==> config.mk <==
export PLATFORM = sky130hd
export DESIGN_NAME = tdm_bert
export DESIGN_NICKNAME = d
export VERILOG_FILES = /design/src/rtl/tdm_bert_pkg.sv /design/src/rtl/tdm_bert_timing.sv /design/src/rtl/tdm_bert_tx.sv /design/src/rtl/tdm_bert_rx.sv /design/src/rtl/tdm_bert.sv
export SDC_FILE = /design/constraint.sdc
export NUM_CORES = 1
export LEC_CHECK = 0
export CORE_ASPECT_RATIO = 1.2
export CORE_MARGIN = 1.5
export CORE_UTILIZATION = 40
export DETAILED_ROUTE_END_ITERATION = 10
export DONT_BUFFER_PORTS = 1
export PLACE_DENSITY_LB_ADDON = 0.12
export SYNTH_ARGS = -nofsm -noshare
export SYNTH_HDL_FRONTEND = slang
export SYNTH_SLANG_ARGS = --single-unit
==> constraint.sdc <==
create_clock -name clk -period 2.71 [get_ports clk]
set_input_delay 0.542 -clock clk [delete_from_list [all_inputs] [get_ports clk]]
set_output_delay 0.542 -clock clk [all_outputs]
set_load 0.005 [all_outputs]
==> src/rtl/tdm_bert_pkg.sv <==
package tdm_bert_pkg;

  localparam int PRBS_W    = 15;
  localparam int SLOT_BITS = 8;

  typedef enum logic [1:0] {
    REG_TXSEL  = 2'd0,
    REG_RXSEL  = 2'd1,
    REG_CTRL   = 2'd2,
    REG_ERRCNT = 2'd3
  } reg_addr_e;

  // One step of the x^15 + x^14 + 1 generator; bit 14 is the output bit.
  function automatic logic [PRBS_W-1:0] prbs_step(input logic [PRBS_W-1:0] s);
    return {s[PRBS_W-2:0], s[PRBS_W-1] ^ s[PRBS_W-2]};
  endfunction

endpackage

==> src/rtl/tdm_bert_timing.sv <==
module tdm_bert_timing
  import tdm_bert_pkg::*;
#(
  parameter int N_CHANS = 256
) (
  input  logic                       clk,
  input  logic                       rst,
  input  logic                       bit_tick,
  input  logic                       frame_sync,
  output logic [$clog2(N_CHANS)-1:0] chan,
  output logic                       slot_last
);

  localparam int FRAME_BITS = N_CHANS * SLOT_BITS;
  localparam int FB_W       = $clog2(FRAME_BITS);
  localparam logic [FB_W-1:0] LAST_POS = FB_W'(FRAME_BITS - 1);

  logic [FB_W-1:0] pos;
  logic [FB_W-1:0] cur;

  // Position of the bit being presented in this cycle.
  assign cur       = frame_sync ? '0 : pos;
  assign chan      = cur[FB_W-1:3];
  assign slot_last = &cur[2:0];

  always_ff @(posedge clk) begin
    if (rst) begin
      pos <= '0;
    end else if (bit_tick) begin
      pos <= (cur == LAST_POS) ? '0 : cur + 1'b1;
    end
  end

  AST_FRAME_RESTART: assert property (@(posedge clk) disable iff (rst)
    (bit_tick && frame_sync) |=> (pos == FB_W'(1)));
  AST_POS_HOLD: assert property (@(posedge clk) disable iff (rst)
    !bit_tick |=> $stable(pos));

endmodule

==> src/rtl/tdm_bert_tx.sv <==
module tdm_bert_tx
  import tdm_bert_pkg::*;
#(
  parameter int N_STREAMS = 32,
  parameter int N_CHANS   = 256
) (
  input  logic                         clk,
  input  logic                         rst,
  input  logic                         bit_tick,
  input  logic [$clog2(N_CHANS)-1:0]   chan,
  input  logic                         sel_en,
  input  logic [$clog2(N_STREAMS)-1:0] sel_st,
  input  logic [$clog2(N_CHANS)-1:0]   sel_ch,
  output logic [N_STREAMS-1:0]         ser_out
);

  localparam int ST_W = $clog2(N_STREAMS);

  logic [PRBS_W-1:0]    lfsr;
  logic                 hit;
  logic [N_STREAMS-1:0] lane_nxt;

  assign hit = sel_en && (sel_ch == chan);

  // Lane multiplexer: only the selected stream carries the pattern bit.
  for (genvar g = 0; g < N_STREAMS; g++) begin : g_lane
    assign lane_nxt[g] = (hit && (sel_st == ST_W'(g))) ? lfsr[PRBS_W-1] : 1'b1;
  end

  always_ff @(posedge clk) begin
    if (rst) begin
      lfsr    <= '1;
      ser_out <= '1;
    end else if (bit_tick) begin
      ser_out <= lane_nxt;
      if (hit) lfsr <= prbs_step(lfsr);
    end
  end

  AST_SINGLE_LANE: assert property (@(posedge clk) disable iff (rst)
    $countones(~ser_out) <= 1);
  AST_IDLE_WHEN_OFF: assert property (@(posedge clk) disable iff (rst)
    (bit_tick && !sel_en) |=> (&ser_out));
  AST_LFSR_HOLD: assert property (@(posedge clk) disable iff (rst)
    !(bit_tick && hit) |=> $stable(lfsr));
  AST_LFSR_LIVE: assert property (@(posedge clk) disable iff (rst)
    lfsr != '0);

endmodule

==> src/rtl/tdm_bert_rx.sv <==
module tdm_bert_rx
  import tdm_bert_pkg::*;
#(
  parameter int N_STREAMS = 32,
  parameter int ERR_W     = 16,
  parameter int LOS_SLOTS = 8
) (
  input  logic                         clk,
  input  logic                         rst,
  input  logic                         bit_tick,
  input  logic                         hit,
  input  logic                         slot_last,
  input  logic [N_STREAMS-1:0]         ser_in,
  input  logic [$clog2(N_STREAMS)-1:0] sel_st,
  input  logic                         restart,
  input  logic                         clear,
  output logic                         locked,
  output logic                         los,
  output logic [ERR_W-1:0]             err_cnt
);

  localparam int BAD_W  = $clog2(LOS_SLOTS + 1);
  localparam int FILL_W = $clog2(PRBS_W + 1);

  logic [PRBS_W-1:0] hist;
  logic [FILL_W-1:0] fill;
  logic [BAD_W-1:0]  bad;
  logic              slot_err;
  logic              rx_bit;
  logic              sample;
  logic              mis;
  logic              slot_bad;

  assign rx_bit   = ser_in[sel_st];
  assign sample   = bit_tick && hit;
  assign mis      = locked && sample && (rx_bit ^ hist[PRBS_W-1] ^ hist[PRBS_W-2]);
  assign slot_bad = slot_err | mis;

  always_ff @(posedge clk) begin
    if (rst) begin
      hist     <= '0;
      fill     <= '0;
      bad      <= '0;
      slot_err <= 1'b0;
      locked   <= 1'b0;
      los      <= 1'b0;
      err_cnt  <= '0;
    end else begin
      if (clear) begin
        err_cnt <= '0;
        los     <= 1'b0;
      end else if (mis && !(&err_cnt)) begin
        err_cnt <= err_cnt + 1'b1;
      end

      if (restart) begin
        locked   <= 1'b0;
        fill     <= '0;
        bad      <= '0;
        slot_err <= 1'b0;
      end else if (sample) begin
        hist <= {hist[PRBS_W-2:0], rx_bit};
        if (!locked) begin
          if (fill == FILL_W'(PRBS_W - 1)) begin
            locked <= 1'b1;
            fill   <= '0;
          end else begin
            fill <= fill + 1'b1;
          end
        end else if (slot_last) begin
          slot_err <= 1'b0;
          if (slot_bad) begin
            if (bad == BAD_W'(LOS_SLOTS - 1)) begin
              locked <= 1'b0;
              los    <= 1'b1;
              bad    <= '0;
            end else begin
              bad <= bad + 1'b1;
            end
          end else begin
            bad <= '0;
          end
        end else begin
          slot_err <= slot_bad;
        end
      end
    end
  end

  AST_ERR_SATURATE: assert property (@(posedge clk) disable iff (rst)
    ((&err_cnt) && !clear) |=> (&err_cnt));
  AST_ERR_STEP: assert property (@(posedge clk) disable iff (rst)
    !clear |=> (err_cnt == $past(err_cnt) || err_cnt == $past(err_cnt) + 1'b1));
  AST_HUNT_NO_COUNT: assert property (@(posedge clk) disable iff (rst)
    (!locked && !clear) |=> $stable(err_cnt));
  AST_LOS_AFTER_LOCK: assert property (@(posedge clk) disable iff (rst)
    $rose(los) |-> $past(locked));
  AST_CLEAR_ZERO: assert property (@(posedge clk) disable iff (rst)
    clear |=> (err_cnt == '0));

endmodule

==> src/rtl/tdm_bert.sv <==
module tdm_bert
  import tdm_bert_pkg::*;
#(
  parameter int N_STREAMS = 32,
  parameter int N_CHANS   = 256,
  parameter int ERR_W     = 16,
  parameter int LOS_SLOTS = 8
) (
  input  logic                 clk,
  input  logic                 rst,
  input  logic                 bit_tick,
  input  logic                 frame_sync,
  input  logic [N_STREAMS-1:0] ser_in,
  output logic [N_STREAMS-1:0] ser_out,
  input  logic                 cfg_we,
  input  logic [1:0]           cfg_addr,
  input  logic [15:0]          cfg_wdata,
  output logic [15:0]          cfg_rdata
);

  localparam int ST_W = $clog2(N_STREAMS);
  localparam int CH_W = $clog2(N_CHANS);

  logic [15:0]      tx_word;
  logic [15:0]      rx_word;
  logic [CH_W-1:0]  chan;
  logic             slot_last;
  logic             rx_hit;
  logic             restart;
  logic             clear;
  logic             locked;
  logic             los;
  logic [ERR_W-1:0] err_cnt;

  assign restart = cfg_we && (cfg_addr == REG_RXSEL);
  assign clear   = cfg_we && (cfg_addr == REG_CTRL) && cfg_wdata[0];
  assign rx_hit  = rx_word[15] && (rx_word[0 +: CH_W] == chan);

  always_ff @(posedge clk) begin
    if (rst) begin
      tx_word <= '0;
      rx_word <= '0;
    end else if (cfg_we) begin
      if (cfg_addr == REG_TXSEL) tx_word <= cfg_wdata;
      if (cfg_addr == REG_RXSEL) rx_word <= cfg_wdata;
    end
  end

  always_ff @(posedge clk) begin
    if (rst) begin
      cfg_rdata <= '0;
    end else begin
      case (reg_addr_e'(cfg_addr))
        REG_TXSEL:  cfg_rdata <= tx_word;
        REG_RXSEL:  cfg_rdata <= rx_word;
        REG_CTRL:   cfg_rdata <= {14'd0, los, locked};
        default:    cfg_rdata <= 16'(err_cnt);
      endcase
    end
  end

  tdm_bert_timing #(
    .N_CHANS (N_CHANS)
  ) u_timing (
    .clk        (clk),
    .rst        (rst),
    .bit_tick   (bit_tick),
    .frame_sync (frame_sync),
    .chan       (chan),
    .slot_last  (slot_last)
  );

  tdm_bert_tx #(
    .N_STREAMS (N_STREAMS),
    .N_CHANS   (N_CHANS)
  ) u_tx (
    .clk      (clk),
    .rst      (rst),
    .bit_tick (bit_tick),
    .chan     (chan),
    .sel_en   (tx_word[15]),
    .sel_st   (tx_word[8 +: ST_W]),
    .sel_ch   (tx_word[0 +: CH_W]),
    .ser_out  (ser_out)
  );

  tdm_bert_rx #(
    .N_STREAMS (N_STREAMS),
    .ERR_W     (ERR_W),
    .LOS_SLOTS (LOS_SLOTS)
  ) u_rx (
    .clk       (clk),
    .rst       (rst),
    .bit_tick  (bit_tick),
    .hit       (rx_hit),
    .slot_last (slot_last),
    .ser_in    (ser_in),
    .sel_st    (rx_word[8 +: ST_W]),
    .restart   (restart),
    .clear     (clear),
    .locked    (locked),
    .los       (los),
    .err_cnt   (err_cnt)
  );

  AST_RESTART_UNLOCKS: assert property (@(posedge clk) disable iff (rst)
    restart |=> !locked);
  AST_RESTART_KEEPS_COUNT: assert property (@(posedge clk) disable iff (rst)
    (restart && !clear) |=> $stable(err_cnt));

endmodule

### After elaboration in Yosys (flattened, before gate mapping)

Index checks and enable logic that the tools add are counted.

* eq/ne operators: 38
* bitwise gates (word level): 6
* $lt $le $gt $ge: 1
* muxes and demuxes: 53
* add/sub/neg operators: 4
* reduce and logical (&&, ||, !) cells: 55

Operators by type and width (count)
* $eq 5x5->1 const B: 16
* $pmux 16 s3: 1
* $mux 1: 46
* $logic_and 1x1->1: 41
* $eq 5x4->1 const B: 8
* $mux 11: 2
* $eq 5x3->1 const B: 4
* $add 16x1->16 const B: 1
* $eq 8x8->1: 2
* $reduce_and 16->1: 1
* $mux 4: 3
* $reduce_and 2->1: 6
* $add 11x1->11 const B: 1
* $eq 11x11->1 const B: 1
* $eq 5x2->1 const B: 2
* $add 4x1->4 const B: 2
* $lt 5x6->1 const B: 1
* $bmux 1 s5: 1
* $eq 5x1->1 const B: 1
* $logic_not 5->1: 1
* $reduce_and 5->1: 1
* $eq 4x3->1 const B: 1
* $eq 4x4->1 const B: 1
* $reduce_or 2->1: 2
* other kinds (8): 11

* input bits: 55
* bits in registers: 148

### Depth between registers and ports, before layout

Gate-level depths: netlist (run 1).

* word-level depth: 12
* mapped depth: 11
* gate-level depth less buffers: 9

### Modules after synthesis

From an unflattened synthesis (run 1), not the netlist that was laid out.

* cell total of the unflattened synthesis: 821
* area, all modules: 6856.6 µm²

Modules (own cells, without submodules)
* tdm_bert_rx: cells each 275, times used 1, area an instance 2215.9 µm², sequential area each 840.8 µm²
* tdm_bert: cells each 237, times used 1, area an instance 2063.2 µm², sequential area each 960.9 µm²
* tdm_bert_tx: cells each 222, times used 1, area an instance 1879.3 µm², sequential area each 940.9 µm²
* tdm_bert_timing: cells each 87, times used 1, area an instance 698.2 µm², sequential area each 220.2 µm²

### Least setup slack after synthesis (run 1)

OpenSTA, ideal clock, no wires.

* kind: in2reg
* start: input port frame_sync
* end: register u_timing.pos[9]
* buffers on the path: 2
* data arrival time: 2.423 ns
* path slack: 0.147 ns
* library setup time: 0.140 ns
* stages: 10
* data required time: 2.570 ns
* path through: buf_2 > buf_2 > nor2b_1 > ha_1 > nand3_1 > nor4_1 > a21oi_1 > and2_1 > a41oi_1 > a311oi_1

* cells in the longest elaborated chain, start to end: 3
* elaborated cells on any way between the ends: 4
* classes of those cells: add/sub (1); eq/ne (1); mux (2)

RTL lines
* start: declaration: RTL line tdm_bert.sv:12 `input logic frame_sync,`
* $mux 11 (*): RTL line tdm_bert_timing.sv:22 `assign cur = frame_sync ? '0 : pos;`
* $add 11x1->11 / $eq 11x11->1 (equally long branches): RTL line tdm_bert_timing.sv:30 `pos <= (cur == LAST_POS) ? '0 : cur + 1'b1;`
* $mux 11 (*): RTL line tdm_bert_timing.sv:30
* end signal: assignment: RTL line tdm_bert_timing.sv:30
* end: declaration: RTL line tdm_bert_timing.sv:18 `logic [FB_W-1:0] pos;`

Every way passes the cells marked *; elsewhere a longest branch is shown, timed or not.
A chain may end at the register's enable or synchronous reset.

### Worst setup path after layout (run 1)

* start: register u_timing.pos[7]
* end: register u_rx.err_cnt[13]

* cells in the longest elaborated chain, start to end: 7

RTL lines
* $mux 11: RTL line tdm_bert_timing.sv:22
* $eq 8x8->1: RTL line tdm_bert.sv:37 `assign rx_hit = rx_word[15] && (rx_word[0 +: CH_W] == chan);`
* $logic_and 1x1->1: RTL line tdm_bert.sv:37
* $logic_and 1x1->1: RTL line tdm_bert_rx.sv:35 `assign sample = bit_tick && hit;`
* $logic_and 1x1->1 (2 in series): RTL line tdm_bert_rx.sv:36 `assign mis = locked && sample && (rx_bit ^ hist[PRBS_W-1] ^ hist[PRBS_W-2]);`
* $logic_and 1x1->1: RTL line tdm_bert_rx.sv:52 `end else if (mis && !(&err_cnt)) begin`
* end signal: assignment: RTL line tdm_bert_rx.sv:53 `err_cnt <= err_cnt + 1'b1;`
* end: declaration: RTL line tdm_bert_rx.sv:19 `output logic [ERR_W-1:0] err_cnt`

Every way passes these cells.

==> impl_table.tex, run 1 <==
\begin{tabular}{lr}
\hline
Metric & Value \\
\hline
\multicolumn{2}{l}{\textbf{Run status}} \\
Status & completed \\
\multicolumn{2}{l}{\textbf{Global routing}} \\
All-layer global routing usage & 20.2\% \\
Initial antenna violation count & 0 \\
Maximum number of pins on one net before global-route repair & about 130 \\
Via count of the first global-routing pass & 5,488 \\
Global-route wire length before repair & 28,300 microns \\
Residual overflow from global routing & 0 \\
\multicolumn{2}{l}{\textbf{Yosys}} \\
Share of the yosys chip area belonging to registers & 43.3\% \\
Combined area of all synthesized cells & 6840 sq um \\
FFs w/ async S/R, synth & 0\% \\
Post-Syn Nets & 889 \\
Mean Syn Cell Area & 8.24 sq um \\
Number of warnings reported in the yosys synthesis log & 0 \\
Count of mapped cells out of synthesis & 830 \\
Number of flops mapped to enable cells by yosys & 0 \\
Most used flip-flop cell after synthesis & dfxtp\_1 \\
FF+latch count, synth & 148 \\
Count of unique library cells instantiated by Yosys & 63 \\
\multicolumn{2}{l}{\textbf{Layout}} \\
Count of inserted antenna diode cells & 0 \\
Final standard cell count with taps included and fillers excluded & between 1,000 and 1,500 \\
Final-layout fill cell count & approximately 1,700 \\
Proportion of layout cells with a drive suffix above 1 & 6.62\% \\
Post-layout nets & between 800 and 900 \\
Final Instance Area & roughly 7600 sq um \\
Layout Area Growth over Synthesis & 10.4\% \\
\multicolumn{2}{l}{\textbf{Clock network}} \\
Clk Tree Root Cell & clkbuf\_16 \\
CTS buffer count & 17 \\
Clock-pin slew reported for the worst setup and hold paths after clock tree synthesis & $\sim$0.06 ns \\
Worst-skew pair later-pin latency & 0.43 ns \\
Clock sinks & 148 \\
Buffer depth of the longest clock path & 2 \\
Clock H-tree levels & 4 \\
Clock tree from TritonCTS & done \\
\multicolumn{2}{l}{\textbf{Die}} \\
Die area & approximately 18,000 sq um \\
Die boundary width & 122 microns \\
Starting density of the core & 40.8\% \\
Number of rows created at floorplan & 52 \\
Number of primary I/O pins & between 100 and 150 \\
Height of the die & 146 microns \\
Floorplan Core Area & approximately 17,000 sq um \\
\multicolumn{2}{l}{\textbf{Timing}} \\
Final-report max-slew violation count & 0 \\
RSZ-0062 raised after global routing & no \\
Slew at the pin closest to its max-slew limit & 0.855 ns \\
Number of setup violations in the final report & 0 \\
Min Tclk post-route & 2.50 ns \\
Fmax achieved & 0.400 GHz \\
Final worst clock skew & 0.0148 ns \\
Final hold violation count & 0 \\
Final worst-path setup slack & 0.213 ns \\
Final hold slack & 0.201 ns \\
Setup TNS & 0 ns \\
Final Cycle Share & 92.1\% \\
Worst slew margin relative to its limit & 43.0\% \\
\multicolumn{2}{l}{\textbf{Power}} \\
Power per cell area & 630 nW/um\^{}2 \\
Internal cell power & around 3600 uW \\
Net switching power & 1170 uW \\
Pleak & approximately 0.0027 uW \\
Comb pwr share & 4.0\% \\
Sequential share of power & $\sim$47\% \\
Sw frac & 24.6\% \\
VDD IR max & between 400 and 500 uV \\
Clock network fraction of total power & 49.3\% \\
\multicolumn{2}{l}{\textbf{Placed design}} \\
Buffers on Ports & 0 \\
Worst slack, placed & around 0.13 ns \\
Placed insts & 999 \\
Post-placement cell area & 6960 sq um \\
RD Place Congestion & 0.843 \\
HPWL reported at the end of detailed placement & 12,300 microns \\
\multicolumn{2}{l}{\textbf{Worst setup path}} \\
Minimum setup slack among reg-to-reg paths & 0.21 ns \\
Req. time, crit path & 3.08 ns \\
Kind of cell adding the most delay to the critical path & compound AO/OA/AOI/OAI gates \\
Critical path class & reg2reg \\
Critical Path Fanout Max & 30 \\
CP max stage cell & or4\_1 \\
Worst path bufs/invs & 0 \\
CP cell instances & o21ba\_1 > o32ai\_1 > a2bb2oi\_2 > nand3\_1 > mux2\_4 > or4\_1 > nand2\_1 \\
Biggest cell delay along the critical path & 0.51 ns \\
Arr. time, crit path & approximately 2.9 ns \\
Crit path launch type & flip-flop \\
Worst R2R Path Depth & 7 \\
FF-to-FF End & u\_rx.err\_cnt[13] \\
Startpoint of the worst register-to-register path & u\_timing.pos[7] \\
Kind of end point of the critical path & flip-flop \\
\multicolumn{2}{l}{\textbf{Route}} \\
DR pass1 iterations & 5 \\
Overall routed net length & 17,700 microns \\
Detailed router's first-iteration violation count & 462 \\
Ratio of routed vias to standard cells & approximately 5.7 \\
Mean routed wirelength per cell & about 17 microns \\
Overall via count from detail\_route & 5,838 \\
Post-DRT Antenna Nets & 0 \\
Post-route DRC & 0 \\
\multicolumn{2}{l}{\textbf{Worst hold path}} \\
End of the worst hold path & cfg\_rdata[1] \\
Hold Path Origin & rst \\
Classification of the worst-slack hold path & in2reg \\
Worst Hold Path Cells & 1 \\
\multicolumn{2}{l}{\textbf{Job}} \\
Max-cap violations & 0 \\
\hline
\end{tabular}
## final cells by class
cell class              instances  area [sq um]  area share (%)
clock buffers                  17           425            5.63
clock inverters                15           161            2.14
inverters                      19          71.3           0.944
multi-input cells             605          3560            47.1
flip-flops and latches        148          2960            39.2
well taps                     216           270            3.58
repair buffers                 12           103            1.36
## metrics by stage
stage / power [uW] / utilization, %
5_1_grt: 4930 / 45.0
3_3_place_gp: 2460 / 41.5
6_report: 4760 / 45.0
2_1_floorplan: 2450 / -
4_1_cts: 4800 / 44.9
3_5_place_dp: 2460 / 41.5
## cell usage in the layout (no fill, tap or decap), types with 7 or more instances in the layout
cell type	instances
or3_1	12
nor2_1	72
dfxtp_1	148
inv_1	19
nand3_1	20
nand2_1	138
nand2b_1	43
o21ai_0	20
a22oi_1	7
o22ai_1	23
buf_4	11
a211o_1	15
xnor2_1	7
mux2i_1	33
o211ai_1	7
and3_1	9
clkbuf_16	17
nor2b_1	12
o32ai_1	13
a21oi_1	83
nand3b_1	8
## state kept, by name, indices dropped and copies added, names as in the netlist
signal / count
u_tx.ser_out: 32
tx_word: 16
u_rx.bad: 4
u_rx.los: 1
u_rx.err_cnt: 16
u_rx.fill: 4
cfg_rdata: 16
u_rx.hist: 15
u_tx.lfsr: 15
u_timing.pos: 11
u_rx.slot_err: 1
rx_word: 16
u_rx.locked: 1
## cell families after synthesis
kind of cell    Yosys count  synth area share [%]
simple gates            349                  24.5
compound gates          203                  19.5
flops                   148                  43.3
buf+inv                  77                  4.70
mux                      36                  5.65
xor+xnor                 13                  1.66
fa+ha+maj                 4                 0.731
## per-layer routing
layer	vias up	GRT usage, %	part of all wire (%)
li1	2867	-	-
met1	2796	25.0	44
met2	148	33.6	48
met3	27	5.47	6.1
met4	0	6.40	2.0
met5	-	0	0
## how the worst max path moves through the flow
stage	startpoint	endpoint	slack (ns)	cells past startpoint
after floorplan	frame_sync	u_timing.pos[9]	0.15	10
after CTS	u_timing.pos[7]	u_rx.err_cnt[13]	0.15	7
final	u_timing.pos[7]	u_rx.err_cnt[13]	0.21	7
after detailed placement	frame_sync	u_rx.err_cnt[13]	0.13	7
after global placement	frame_sync	u_rx.err_cnt[11]	0.17	7
after global routing	rx_word[2]	u_rx.fill[3]	0.08	7
## synth_stat cells (all sizes together), types with 5 or more instances
master | instances | area [sq um]
o32ai | 13 | 114
nand2 | 138 | 518
or3 | 12 | 75.1
dfxtp | 148 | 2960
and2 | 6 | 37.5
a311oi | 5 | 43.8
o21ai | 20 | 100
o211ai | 7 | 52.6
nand2b | 43 | 269
a211o | 15 | 131
nor3 | 5 | 25.0
inv | 19 | 71.3
a22oi | 7 | 52.6
and3 | 9 | 56.3
o22ai | 23 | 144
xor2 | 6 | 52.6
nand3b | 8 | 60.1
a31oi | 5 | 31.3
nand3 | 20 | 100
clkbuf | 43 | 165
buf | 15 | 85.1
a21oi | 83 | 415
nor2b | 12 | 75.1
mux2i | 33 | 330
nor2 | 72 | 270
or4 | 5 | 37.5
xnor2 | 7 | 61.3
## what timing repair did
action	CTS	global route
hold buffers	0	0
setup endpoints to repair	0	9
gates resized for setup	0	1
hold endpoints to repair	0	0
setup buffers	0	1
## power groups by stage
stage / Combinational (uW) / Sequential [uW] / Clock, uW
2_1_floorplan: 188 / 2260 / 0
3_3_place_gp: 186 / 2270 / 0
3_5_place_dp: 190 / 2270 / 0
4_1_cts: 190 / 2220 / 2390
5_1_grt: 210 / 2230 / 2490
6_report: 189 / 2230 / 2340
No activity file was read; power rests on OpenSTA's default activity.
==> run 2, diff against run 1 <==
--- a/config.mk
+++ b/config.mk
@@ -8,6 +8,7 @@
 export CORE_ASPECT_RATIO = 1.2
 export CORE_MARGIN = 1.5
 export CORE_UTILIZATION = 40
+export CTS_CLUSTER_SIZE = 30
 export DETAILED_ROUTE_END_ITERATION = 10
 export DONT_BUFFER_PORTS = 1
 export PLACE_DENSITY_LB_ADDON = 0.12
==> results of run 2 <==
Same layout as run 1: the final DEF is identical, and so are final timing and power.
==> run 3, diff against run 2 <==
==> constraint.sdc (replaced) <==
create_clock -name clk -period 2.71 [get_ports clk]
set_input_delay 0.6775 -clock clk [delete_from_list [all_inputs] [get_ports clk]]
set_output_delay 0.6775 -clock clk [all_outputs]
set_load 0.005 [all_outputs]
==> run 3 against run 2 <==
Effect of this change:
- worst setup slack improved by 0.0079 ns
- combinational power about the same
- critical path depth unchanged
- clock skew about the same
- worst hold slack improved by 0.15 ns
- cell count increased by 0.29%
- sequential share of layout area decreased by 0.30 points
- wire length decreased by 0.53%
- flip-flop and latch count unchanged
==> impl_table.tex, run 3 (same netlist as run 1, synthesis figures left out) <==
\begin{tabular}{lr}
\hline
Metric & Value \\
\hline
\multicolumn{2}{l}{\textbf{Timing}} \\
Final Cycle Share & about nine tenths \\
Final worst-path setup slack & 0.221 ns \\
Fmax achieved & approximately 0.40 GHz \\
Final hold slack & 0.346 ns \\
Final worst clock skew & between 0.01 and 0.015 ns \\
Number of setup violations in the final report & 0 \\
Min Tclk post-route & 2.49 ns \\
Final-report max-slew violation count & 0 \\
Final hold violation count & 0 \\
Slew at the pin closest to its max-slew limit & $\sim$0.89 ns \\
Setup TNS & 0 ns \\
Worst slew margin relative to its limit & 40.6\% \\
RSZ-0062 raised after global routing & no \\
\multicolumn{2}{l}{\textbf{Layout}} \\
Number of flip-flops in the largest register & 32 \\
Core Util, Final & 45.4\% \\
Proportion of layout cells with a drive suffix above 1 & under 10\% \\
Final standard cell count with taps included and fillers excluded & 1,035 \\
Post-layout nets & 865 \\
Layout Area Growth over Synthesis & 11.3\% \\
Register bank with the most flops & u\_tx.ser\_out \\
Final-layout fill cell count & 1,667 \\
Commonest cells after routing, fill and taps aside & dfxtp\_1, nand2\_1, a21oi\_1 \\
Most frequent standard cell in the layout excluding fill and tap cells & dfxtp\_1 \\
Count of inserted antenna diode cells & 0 \\
\multicolumn{2}{l}{\textbf{Global routing}} \\
Maximum number of pins on one net before global-route repair & approximately 130 \\
Residual overflow from global routing & 0 \\
Via count of the first global-routing pass & approximately 5,400 \\
Initial antenna violation count & 0 \\
All-layer global routing usage & 19.9\% \\
Global-route wire length before repair & 27,900 microns \\
\multicolumn{2}{l}{\textbf{Worst setup path}} \\
Arr. time, crit path & 2.86 ns \\
Req. time, crit path & just over 3 ns \\
Critical path class & reg2reg \\
Crit path launch type & flip-flop \\
Critical Path Fanout Max & 27 \\
Kind of end point of the critical path & flip-flop \\
\multicolumn{2}{l}{\textbf{Die}} \\
Starting density of the core & 40.8\% \\
Die area & 17,900 sq um \\
Die boundary width & 122 microns \\
Number of rows created at floorplan & 52 \\
Floorplan Core Area & 16,800 sq um \\
Number of primary I/O pins & around 100 \\
Height of the die & 146 microns \\
\multicolumn{2}{l}{\textbf{Route}} \\
Post-route DRC & 0 \\
Ratio of routed vias to standard cells & 5.65 \\
Mean routed wirelength per cell & between 15 and 20 microns \\
Detailed router's first-iteration violation count & between 300 and 400 \\
Post-DRT Antenna Nets & 0 \\
Overall routed net length & 17,600 microns \\
DR pass1 iterations & 4 \\
Overall via count from detail\_route & 5,847 \\
\multicolumn{2}{l}{\textbf{Clock network}} \\
Clock-pin slew reported for the worst setup and hold paths after clock tree synthesis & $\sim$0.07 ns \\
Buffer depth of the longest clock path & 2 \\
\# Post-CTS Setup Buffers & 0 \\
CTS buffer count & 17 \\
Count of hold-fix buffers inserted at cts & 0 \\
Clock tree from TritonCTS & done \\
Number of gates resized after CTS & 0 \\
Clock H-tree levels & 4 \\
Clk Tree Root Cell & clkbuf\_16 \\
Worst-skew pair later-pin latency & 0.43 ns \\
Clock sinks & 148 \\
\multicolumn{2}{l}{\textbf{Worst hold path}} \\
Classification of the worst-slack hold path & in2reg \\
\multicolumn{2}{l}{\textbf{Job}} \\
Max-cap violations & 0 \\
\multicolumn{2}{l}{\textbf{Power}} \\
Pleak & 0.00273 uW \\
Internal cell power & 3790 uW \\
Sequential share of power & 45.3\% \\
Power per cell area & 646 nW/um\^{}2 \\
Comb pwr share & 3.9\% \\
Net switching power & 1130 uW \\
Clock network fraction of total power & 50.9\% \\
VDD IR max & 441 uV \\
Sw frac & 23.0\% \\
\multicolumn{2}{l}{\textbf{Placed design}} \\
Placed insts & 1,003 \\
HPWL reported at the end of detailed placement & 12,200 microns \\
Buffers on Ports & 0 \\
RD Place Congestion & 0.819 \\
Worst slack, placed & 0.0811 ns \\
\multicolumn{2}{l}{\textbf{Run status}} \\
Status & completed \\
\hline
\end{tabular}
-- run 3: cell count changes in the layout (fill, tap and decap cells not counted), sizes merged --
| cell | change |
|---|---|
| buf | +3 |
| bufinv | +2 |
| clkinv | -2 |
| clkbuf | +1 |
| clkinvlp | -1 |
-- run 3: path summary, 6_finish.rpt --
path	start	cells after the start	slack [ns]	endpoint
worst max-delay path	u_timing.pos[7]	7	0.22	u_rx.err_cnt[13]
worst min-delay path	rst	1	0.35	cfg_rdata[1]
worst max register to register	u_timing.pos[7]	7	0.22	u_rx.err_cnt[13]
worst min register to register	u_rx.hist[8]	2	0.45	u_rx.hist[8]
-- run 3: power groups by stage --
stage	Combinational, uW	Sequential [uW]	Clock, uW
finish	191	2220	2500
global route	212	2230	2650
CTS	192	2220	2550
detailed placement	192	2270	0
global placement	188	2270	0
floorplan	188	2260	0
-- run 3: per-stage QoR --
step	cell area, sq um	total power [uW]
global placement	6990	2460
CTS	7610	4970
detailed placement	6990	2470
floorplan	6840	2450
global route	7610	5090
finish	7610	4920
-- run 3: cell type report --
cell class | count | area (sq um) | share of cell area, %
Clock buffer | 18 | 439 | 5.77
Inverter | 19 | 71.3 | 0.937
Tap cell | 216 | 270 | 3.55
Timing Repair Buffer | 15 | 125 | 1.64
Clock inverter | 14 | 188 | 2.46
Sequential cell | 148 | 2960 | 38.9
Multi-Input combinational cell | 605 | 3560 | 46.7
-- run 3: per-layer routing --
metal  global-route usage, %  wire length [microns]
met1                    25.5                   7920
met2                    32.2                   8400
met3                    5.31                   1010
met4                    7.09                    307
met5                       0                      0
-- run 3: critical path, stage by stage (launching register included) --
cell and delay (ns):
dfxtp_1 0.43, o21ba_1 0.24, o32ai_1 0.36, a2bb2oi_2 0.24
nand3_1 0.09, mux2_2 0.46, or4_1 0.51, nand2_1 0.07
